## config.mk

```make
export PLATFORM = sky130hd
export DESIGN_NAME = cmd_frame_builder
export DESIGN_NICKNAME = d
export VERILOG_FILES = /design/src/rtl/cfb_pkg.sv /design/src/rtl/cfb_layout.sv /design/src/rtl/cfb_crc7.sv /design/src/rtl/cmd_frame_builder.sv
export SDC_FILE = /design/constraint.sdc
export NUM_CORES = 1
export LEC_CHECK = 0
export ABC_AREA = 1
export CORE_ASPECT_RATIO = 1.2
export CORE_MARGIN = 10
export CORE_UTILIZATION = 50
export DETAILED_ROUTE_END_ITERATION = 12
export PLACE_DENSITY = 0.82
export SLEW_MARGIN = 20
export SYNTH_ARGS = -nofsm -noshare
export SYNTH_HDL_FRONTEND = slang
export SYNTH_SLANG_ARGS = --single-unit
```

## constraint.sdc

```tcl
create_clock -name clk -period 2.8 [get_ports clk]
set_clock_uncertainty 0.2 [all_clocks]
set_input_delay 0.84 -clock clk [delete_from_list [all_inputs] [get_ports clk]]
set_output_delay 0.84 -clock clk [all_outputs]
set_load 0.05 [all_outputs]
```

## src/rtl/cfb_pkg.sv

```systemverilog
package cfb_pkg;
    localparam int ADDR_W     = 24;
    localparam int DATA_W     = 32;
    localparam int SIZE_W     = 24;
    localparam int ADDR_BYTES = ADDR_W / 8;
    localparam int DATA_BYTES = DATA_W / 8;
    localparam int SIZE_BYTES = SIZE_W / 8;
    localparam int BODY_MAX   = 1 + ADDR_BYTES + DATA_BYTES;
    localparam int SEL_W      = $clog2(BODY_MAX);
    localparam int IDX_W      = $clog2(BODY_MAX + 2);
    localparam int CRC_W      = 7;

    typedef logic [7:0] byte_t;
    typedef byte_t [BODY_MAX-1:0] body_t;

    localparam byte_t OP_REG_WR   = 8'hC3;
    localparam byte_t OP_REG_RD   = 8'hC4;
    localparam byte_t OP_BLK_WR   = 8'hC7;
    localparam byte_t OP_BLK_RD   = 8'hC8;
    localparam byte_t OP_WORD_WR  = 8'hC9;
    localparam byte_t OP_WORD_RD  = 8'hCA;
    localparam byte_t OP_LINK_RST = 8'hCF;

    localparam logic [CRC_W-1:0] CRC_POLY = 7'h09;

    function automatic logic [CRC_W-1:0] crc7_step(input logic [CRC_W-1:0] crc,
                                                   input byte_t data);
        logic [CRC_W-1:0] c;
        logic fb;
        c = crc;
        for (int i = 7; i >= 0; i--) begin
            fb = c[CRC_W-1] ^ data[i];
            c  = {c[CRC_W-2:0], 1'b0} ^ (fb ? CRC_POLY : '0);
        end
        return c;
    endfunction
endpackage

```

## src/rtl/cfb_layout.sv

```systemverilog
module cfb_layout
    import cfb_pkg::*;
(
    input  byte_t                 opcode,
    input  logic [ADDR_W-1:0]     addr,
    input  logic [DATA_W-1:0]     data,
    input  logic [SIZE_W-1:0]     size,
    input  logic                  clockless,
    output body_t                 body,
    output logic [IDX_W-1:0]      body_len,
    output logic                  supported
);
    byte_t reg_hi;

    always_comb begin
        reg_hi    = {addr[15] | clockless, addr[14:8]};
        body      = '0;
        body[0]   = opcode;
        body_len  = '0;
        supported = 1'b1;
        unique case (opcode)
            OP_WORD_RD: begin
                for (int i = 0; i < ADDR_BYTES; i++)
                    body[1+i] = addr[ADDR_W-1-8*i -: 8];
                body_len = IDX_W'(1 + ADDR_BYTES);
            end
            OP_BLK_WR, OP_BLK_RD: begin
                for (int i = 0; i < ADDR_BYTES; i++)
                    body[1+i] = addr[ADDR_W-1-8*i -: 8];
                for (int i = 0; i < SIZE_BYTES; i++)
                    body[1+ADDR_BYTES+i] = size[SIZE_W-1-8*i -: 8];
                body_len = IDX_W'(1 + ADDR_BYTES + SIZE_BYTES);
            end
            OP_WORD_WR: begin
                for (int i = 0; i < ADDR_BYTES; i++)
                    body[1+i] = addr[ADDR_W-1-8*i -: 8];
                for (int i = 0; i < DATA_BYTES; i++)
                    body[1+ADDR_BYTES+i] = data[DATA_W-1-8*i -: 8];
                body_len = IDX_W'(1 + ADDR_BYTES + DATA_BYTES);
            end
            OP_REG_RD: begin
                body[1]  = reg_hi;
                body[2]  = addr[7:0];
                body[3]  = 8'h00;
                body_len = IDX_W'(4);
            end
            OP_REG_WR: begin
                body[1] = reg_hi;
                body[2] = addr[7:0];
                for (int i = 0; i < DATA_BYTES; i++)
                    body[3+i] = data[DATA_W-1-8*i -: 8];
                body_len = IDX_W'(3 + DATA_BYTES);
            end
            OP_LINK_RST: begin
                body[1]  = 8'hFF;
                body[2]  = 8'hFF;
                body[3]  = 8'hFF;
                body_len = IDX_W'(4);
            end
            default: begin
                supported = 1'b0;
            end
        endcase
    end
endmodule

```

## src/rtl/cfb_crc7.sv

```systemverilog
module cfb_crc7
    import cfb_pkg::*;
#(
    parameter logic [CRC_W-1:0] SEED = 7'h7F
) (
    input  logic             clk,
    input  logic             rst_n,
    input  logic             clear,
    input  logic             en,
    input  byte_t            data,
    output logic [CRC_W-1:0] crc
);
    logic [CRC_W-1:0] crc_d, crc_q;

    always_comb begin
        crc_d = crc_q;
        if (clear)
            crc_d = SEED;
        else if (en)
            crc_d = crc7_step(crc_q, data);
    end

    always_ff @(posedge clk or negedge rst_n) begin
        if (!rst_n) crc_q <= SEED;
        else        crc_q <= crc_d;
    end

    assign crc = crc_q;

    // a clear always reloads the seed on the next cycle
    assert_seed_load_R8: assert property (@(posedge clk) disable iff (!rst_n)
        clear |=> crc_q == SEED);
endmodule

```

## src/rtl/cmd_frame_builder.sv

```systemverilog
module cmd_frame_builder
    import cfb_pkg::*;
#(
    parameter logic [CRC_W-1:0] CRC_SEED = 7'h7F
) (
    input  logic              clk,
    input  logic              rst_n,
    input  logic              cmd_valid,
    output logic              cmd_ready,
    input  logic [7:0]        cmd_opcode,
    input  logic [ADDR_W-1:0] cmd_addr,
    input  logic [DATA_W-1:0] cmd_data,
    input  logic [SIZE_W-1:0] cmd_size,
    input  logic              cmd_clockless,
    input  logic              crc_off,
    output logic              out_valid,
    input  logic              out_ready,
    output logic [7:0]        out_byte,
    output logic              done,
    output logic              err
);
    typedef struct packed {
        logic             busy;
        body_t            body;
        logic [IDX_W-1:0] body_len;
        logic             crc_on;
        logic [IDX_W-1:0] idx;
        logic             done;
        logic             err;
    } state_t;

    state_t s_d, s_q;

    body_t            lay_body;
    logic [IDX_W-1:0] lay_len;
    logic             lay_ok;
    logic [CRC_W-1:0] crc_val;
    logic             crc_clr, crc_en;
    logic             in_body, last_beat;
    logic [IDX_W-1:0] frame_len;
    byte_t            body_byte;

    cfb_layout u_layout (
        .opcode    (cmd_opcode),
        .addr      (cmd_addr),
        .data      (cmd_data),
        .size      (cmd_size),
        .clockless (cmd_clockless),
        .body      (lay_body),
        .body_len  (lay_len),
        .supported (lay_ok)
    );

    cfb_crc7 #(.SEED(CRC_SEED)) u_crc (
        .clk   (clk),
        .rst_n (rst_n),
        .clear (crc_clr),
        .en    (crc_en),
        .data  (body_byte),
        .crc   (crc_val)
    );

    assign frame_len = s_q.body_len + IDX_W'(s_q.crc_on);
    assign in_body   = s_q.idx < s_q.body_len;
    assign last_beat = s_q.idx == frame_len - IDX_W'(1);
    assign body_byte = s_q.body[s_q.idx[SEL_W-1:0]];

    always_comb begin
        s_d      = s_q;
        s_d.done = 1'b0;
        s_d.err  = 1'b0;
        crc_clr  = 1'b0;
        crc_en   = 1'b0;
        if (!s_q.busy) begin
            if (cmd_valid) begin
                if (lay_ok) begin
                    s_d.busy     = 1'b1;
                    s_d.body     = lay_body;
                    s_d.body_len = lay_len;
                    s_d.crc_on   = !crc_off;
                    s_d.idx      = '0;
                    crc_clr      = 1'b1;
                end else begin
                    s_d.err = 1'b1;
                end
            end
        end else if (out_ready) begin
            crc_en = in_body;
            if (last_beat) begin
                s_d.busy = 1'b0;
                s_d.done = 1'b1;
            end else begin
                s_d.idx = s_q.idx + IDX_W'(1);
            end
        end
    end

    always_ff @(posedge clk or negedge rst_n) begin
        if (!rst_n) s_q <= '0;
        else        s_q <= s_d;
    end

    assign cmd_ready = !s_q.busy;
    assign out_valid = s_q.busy;
    assign out_byte  = in_body ? body_byte : {crc_val, 1'b0};
    assign done      = s_q.done;
    assign err       = s_q.err;

    // beat counter kept apart from the index, used only by the checks
    logic [IDX_W-1:0] beat_q;
    always_ff @(posedge clk or negedge rst_n) begin
        if (!rst_n)                      beat_q <= '0;
        else if (cmd_valid && cmd_ready) beat_q <= '0;
        else if (out_valid && out_ready) beat_q <= beat_q + IDX_W'(1);
    end

    assert_hold_stable_R2: assert property (@(posedge clk) disable iff (!rst_n)
        out_valid && !out_ready |=> out_valid && $stable(out_byte));

    assert_ports_exclusive_R2: assert property (@(posedge clk) disable iff (!rst_n)
        !(cmd_ready && out_valid));

    assert_done_after_beat_R10: assert property (@(posedge clk) disable iff (!rst_n)
        done |-> $past(out_valid && out_ready) && cmd_ready);

    assert_err_no_bytes_R11: assert property (@(posedge clk) disable iff (!rst_n)
        err |-> $past(cmd_valid && cmd_ready) && !out_valid && cmd_ready);

    assert_frame_len_R7: assert property (@(posedge clk) disable iff (!rst_n)
        done |-> beat_q == s_q.body_len + IDX_W'(s_q.crc_on));
endmodule

```

# Word level (Yosys, flattened, before mapping)
# Cells that the tools add are included.
word_totals:
  in_bits: 94
  output_inout_bits: 12
  ff_bits: 83
op_classes:
  n_eq_ne: 10
  n_addsub: 3
  magnitude_cmp: 2
  mux: 36
  n_reduce_logical: 12
  bitwise_logic: 18
op_table:
  columns: ["op", "count"]
  rows:
  - ["two-way mux 74 bit", 2]
  - ["one-hot mux 24 bit (4 select lines)", 1]
  - ["one-hot mux 24 bit (3 select lines)", 1]
  - ["equality test 8 bit (second input constant)", 7]
  - ["bitwise XOR 7 bit", 8]
  - ["two-way mux 4 bit", 10]
  - ["binary-select mux 8 bit (select 3 bit)", 1]
  - ["two-way mux 8 bit", 3]
  - ["two-way mux 1 bit", 14]
  - ["two-way mux 7 bit", 2]
  - ["one-hot mux 4 bit (3 select lines)", 1]
  - ["bitwise XOR 1 bit", 8]
  - ["OR reduction 7 bit", 1]
  - ["nonzero test 2 bit", 3]
  - ["OR reduction 3 bit", 2]
  - ["two-way mux 5 bit", 1]
  - ["adder 4 x 1 -> 4 bit", 1]
  - ["adder 4 x 1 -> 4 bit (second input constant)", 1]
  - ["equality test 4 bit", 1]
  - ["less-than comparator 3 x 4 -> 1 bit (second input constant)", 1]
  - ["less-than comparator 4 bit", 1]
  - ["!= test 2 bit (second input constant)", 2]
  - ["AND reduction 4 bit", 1]
  - ["OR reduction 4 bit", 1]
  - ["6 further kinds", 7]

# Logic depth before layout (Yosys ltp)
# Gate-level depths: netlist of the first run.
logic_depth:
  depth_word: 28
  depth_mapped: 16
  depth_no_buf: 15

# Cells and area by module
# A second synthesis of the first run with hierarchy kept.
unflattened:
  hier_cells: 876
  area_unflattened_um2: 5581.6
by_module_without_submodules:
  columns: ["module", "area_per_inst_um2", "cells_each", "instances"]
  rows:
  - ["cmd_frame_builder", 3778.6, 504, 1]
  - ["cfb_layout", 1295.0, 296, 1]
  - ["cfb_crc7", 508.0, 76, 1]

# Least setup slack after synthesis of the first run
# OpenSTA, ideal clock, no wires.
synth_path:
  path_type: "reg-to-output"
  from: "register s_q[5] (netlist name)"
  to: "output port out_byte[4]"
  required_time_ns: 1.760
  slack_ns: -0.784
  arrival_time_ns: 2.544
  n_path_buf: 0
  path_stages_with_launch: 6
  cell_sequence: "dfrtp_1 ha_1 a21o_1 a31oi_2 clkinv_1 o21ai_0"
synth_via:
  elab_chain_len: 2
synth_lines:
  columns: ["item", "line", "rtl"]
  rows:
  - ["from (decl)", "cmd_frame_builder.sv:32", "state_t s_d, s_q;"]
  - ["from (signal assigned)", "cmd_frame_builder.sv:99", "if (!rst_n) s_q <= '0;"]
  - ["from (signal assigned)", "cmd_frame_builder.sv:100", "else s_q <= s_d;"]
  - ["less-than comparator 4 bit", "cmd_frame_builder.sv:64", "assign in_body = s_q.idx < s_q.body_len;"]
  - ["two-way mux 8 bit", "cmd_frame_builder.sv:105", "assign out_byte = in_body ? body_byte : {crc_val, 1'b0};"]
  - ["to (decl)", "cmd_frame_builder.sv:18", "output logic [7:0] out_byte,"]
# Every way passes these cells.

# Final worst setup path of the first run
layout_path:
  from: "register s_q[5] (netlist name)"
  to: "output port out_byte[5]"
# Same word-level chain as after synthesis.

==> results of run 1 <==
## worst paths after layout
check                      startpoint      endpoint  depth (start not counted)
min                             rst_n       s_q[44]                          1
min reg2reg                   s_q[18]       s_q[18]                          2
min in group clk              s_q[18]       s_q[18]                          2
max in group asynchronous       rst_n  u_crc.crc[5]                          2
max reg2reg                    s_q[5]  u_crc.crc[1]                          9
max                            s_q[5]   out_byte[5]                          7
## cell type report
| type | instances | area, µm² | share of cell area |
|---|---|---|---|
| inverter | 96 | 366.6 | 0.05407 |
| multi-input combinational | 455 | 2399 | 0.3538 |
| sequential | 82 | 2061 | 0.3039 |
| clock buffer | 10 | 229.0 | 0.03377 |
| timing repair buffer | 151 | 1504 | 0.2218 |
| clock inverter | 6 | 67.56 | 0.009965 |
| tap | 123 | 153.9 | 0.02270 |
## report_power, final
group | internal [mW] | total, mW | switching, mW
registers | 1.47 | 1.63 | 0.165
logic | 1.33 | 3.38 | 2.05
clock network | 0.693 | 1.19 | 0.493
total | 3.49 | 6.20 | 2.71
## logic make-up after synthesis
family                   after synthesis  share of synthesized area
AO/OA/AOI/OAI                        180                     0.2140
AND/OR/NAND/NOR                      262                     0.2286
XOR/XNOR                               7                    0.01250
buffers and inverters                131                     0.1094
adder cells (fa/ha/maj)                6                    0.01531
flip-flops                            82                     0.4202
## per-layer routing
layer | vias to the layer above | share of wire
met2 | 244 | 0.52
met4 | 0 | 0.031
met3 | 38 | 0.071
met5 | - | 0
met1 | 2569 | 0.38
li1 | 2493 | -
## cell usage after synthesis (all sizes together)
cell type,count
a22oi,15
nand2,149
dfstp,7
o21ai,72
a221oi,8
nand4,2
a21oi,35
xor2,3
nor3,1
ha,6
o211ai,2
inv,93
xnor2,4
a21o,1
nor2,40
nand3,66
o31ai,1
clkinv,3
a31oi,18
nor4,2
dfrtp,75
buf,21
nand3b,1
or2,1
clkbuf,14
o22ai,28
## sequential cells by signal, indices dropped and copies added, names as in the netlist
register and cells:
s_q 72, u_crc.crc 7, done 1, err 1, out_valid 1
## stage by stage
stage / total power [mW] / utilization / hold slack [ns] / area, µm²
2_1_floorplan: 3.618 / - / 0.2222 / 4922
3_3_place_gp: 4.634 / 0.6643 / 0.2402 / 6354
3_5_place_dp: 4.745 / 0.6643 / 0.2420 / 6354
4_1_cts: 6.126 / 0.7067 / 0.2570 / 6759
5_1_grt: 6.543 / 0.7089 / 0.2759 / 6780
6_report: 6.200 / 0.7089 / 0.2482 / 6780
## repair_timing
| action | in CTS | in global routing |
|---|---|---|
| buffers inserted | 3 | 0 |
| setup endpoints to repair | 8 | 50 |
| resized for setup | 25 | 7 |
| pin swaps | 0 | 1 |
## critical path, cell delays in order, from the launching register on
cell      delay, ns
dfrtp_1        0.42
ha_4           0.27
a21o_1         0.18
a31oi_2        0.18
clkinv_2       0.09
buf_8          0.16
o21ai_4        0.15
buf_12         0.15
==> results.cfg, run 1 <==
[synthesis]
synthTopCellsByArea = dfrtp_1 38%, nand2_1 11%, nand3_1 6.7%, inv_1 6.7%, o21ai_0 4.0%
syn_area_um2 = 4905
syn_nets = 768
synth_top_area_frac = 0.3827
synth_cells = 668
yosysWarnings = 0
synth_area_per_cell_um2 = 7.342
synth_cell_types = 39
yosysSeqAreaShare = 0.4202
yosys.area.top_type = dfrtp_1
ys_seq_elements = 82

[cts]
cts.clk_slew.worst_paths_ns = 0.06
h-tree-depth = 3
clock-sinks = 82
cts_tree = built
root_buffer = clkbuf_16
cts_buffers = 9
postCtsHoldBufs = 0
clockBufferDepth = 2
clk_latency_ns = 0.34

[floorplan]
start_util = 0.5128
fp.dieW_um = 110.4
core_um2 = 9564
io_pins = 106
die_area_um2 = 14190
num_rows = 39
die_y_um = 128.5

[global_route]
grt_overflow = 0
grt_pass1_vias = 5445
track_usage = 0.2216
use_met2 = 0.4069
grt_max_degree = 42
grt_busiest_layer = met2
antenna_found_initial = 0
gr-usage-met3 = 0.03766
grt_pass1_wl_um = 26410
met1_usage = 0.2466

[placement]
hpwl_um = 12220
portBuffers = 105
place_ws_ns = -0.2267
place_inst = 904
place_congestion = 0.9294

[critical_path]
arrival_ns = 1.95
worst_ep_required_time_ns = 1.76
crit_type = reg -> out
critPathLaunchType = flip-flop
end_kind = output pin
r2r_slack_ns = 0.56
crit_fanout = 10

[pwr]
p_leak_nw = 3.115
p_per_area_nw_per_um2 = 914.4
vdd_drop_max_v = 0.0005378

[run_status]
status = finished with violations
violations = setup timing

[sta]
min_period_over_period = 1.068
maxSlewHeadroom = 0.6632
finalSetupViolCount = 8
tightest_slew_ns = 0.5036
fmax_mhz = 334.5
rsz0062_at_grt = true
setup_ws_ns = -0.1897
period_needed_ns = 2.990
slew_viol_final = 0
setup_tns_ns = -1.275
hold_violations = 0

[finish]
final_common_cell = nand2_1
syn2layout_area_growth_pct = 38.24
stdcell_count = 923
final_cell_mix = 140 x nand2_1, 96 x clkdlybuf4s50_1, 86 x inv_1, 75 x dfrtp_1, 66 x nand3_1
drive_above_1_share = 0.1425
nFillCells = 745
fin_nets = 895
diodes = 0

[route]
totalWireLength_um = 16340
dr_total_vias = 5344
drc = 0
drtPass1Iterations = 5
first_iter_violations = 465
ant_nets = 0
drt-wirelength-per-cell_um = 17.70
avgViaCountPerCell = 5.790

[worst_hold_path]
min-delay-path-class = in -> async

[job]
max-cap-violations = 0
No activity file was read; power rests on OpenSTA's default activity.
==> inputs of run 2 (changes only) <==
SLEW_MARGIN = not set   (was 20)
==> results of run 2 <==
Same layout as run 1: the final DEF is identical, and so are final timing and power.
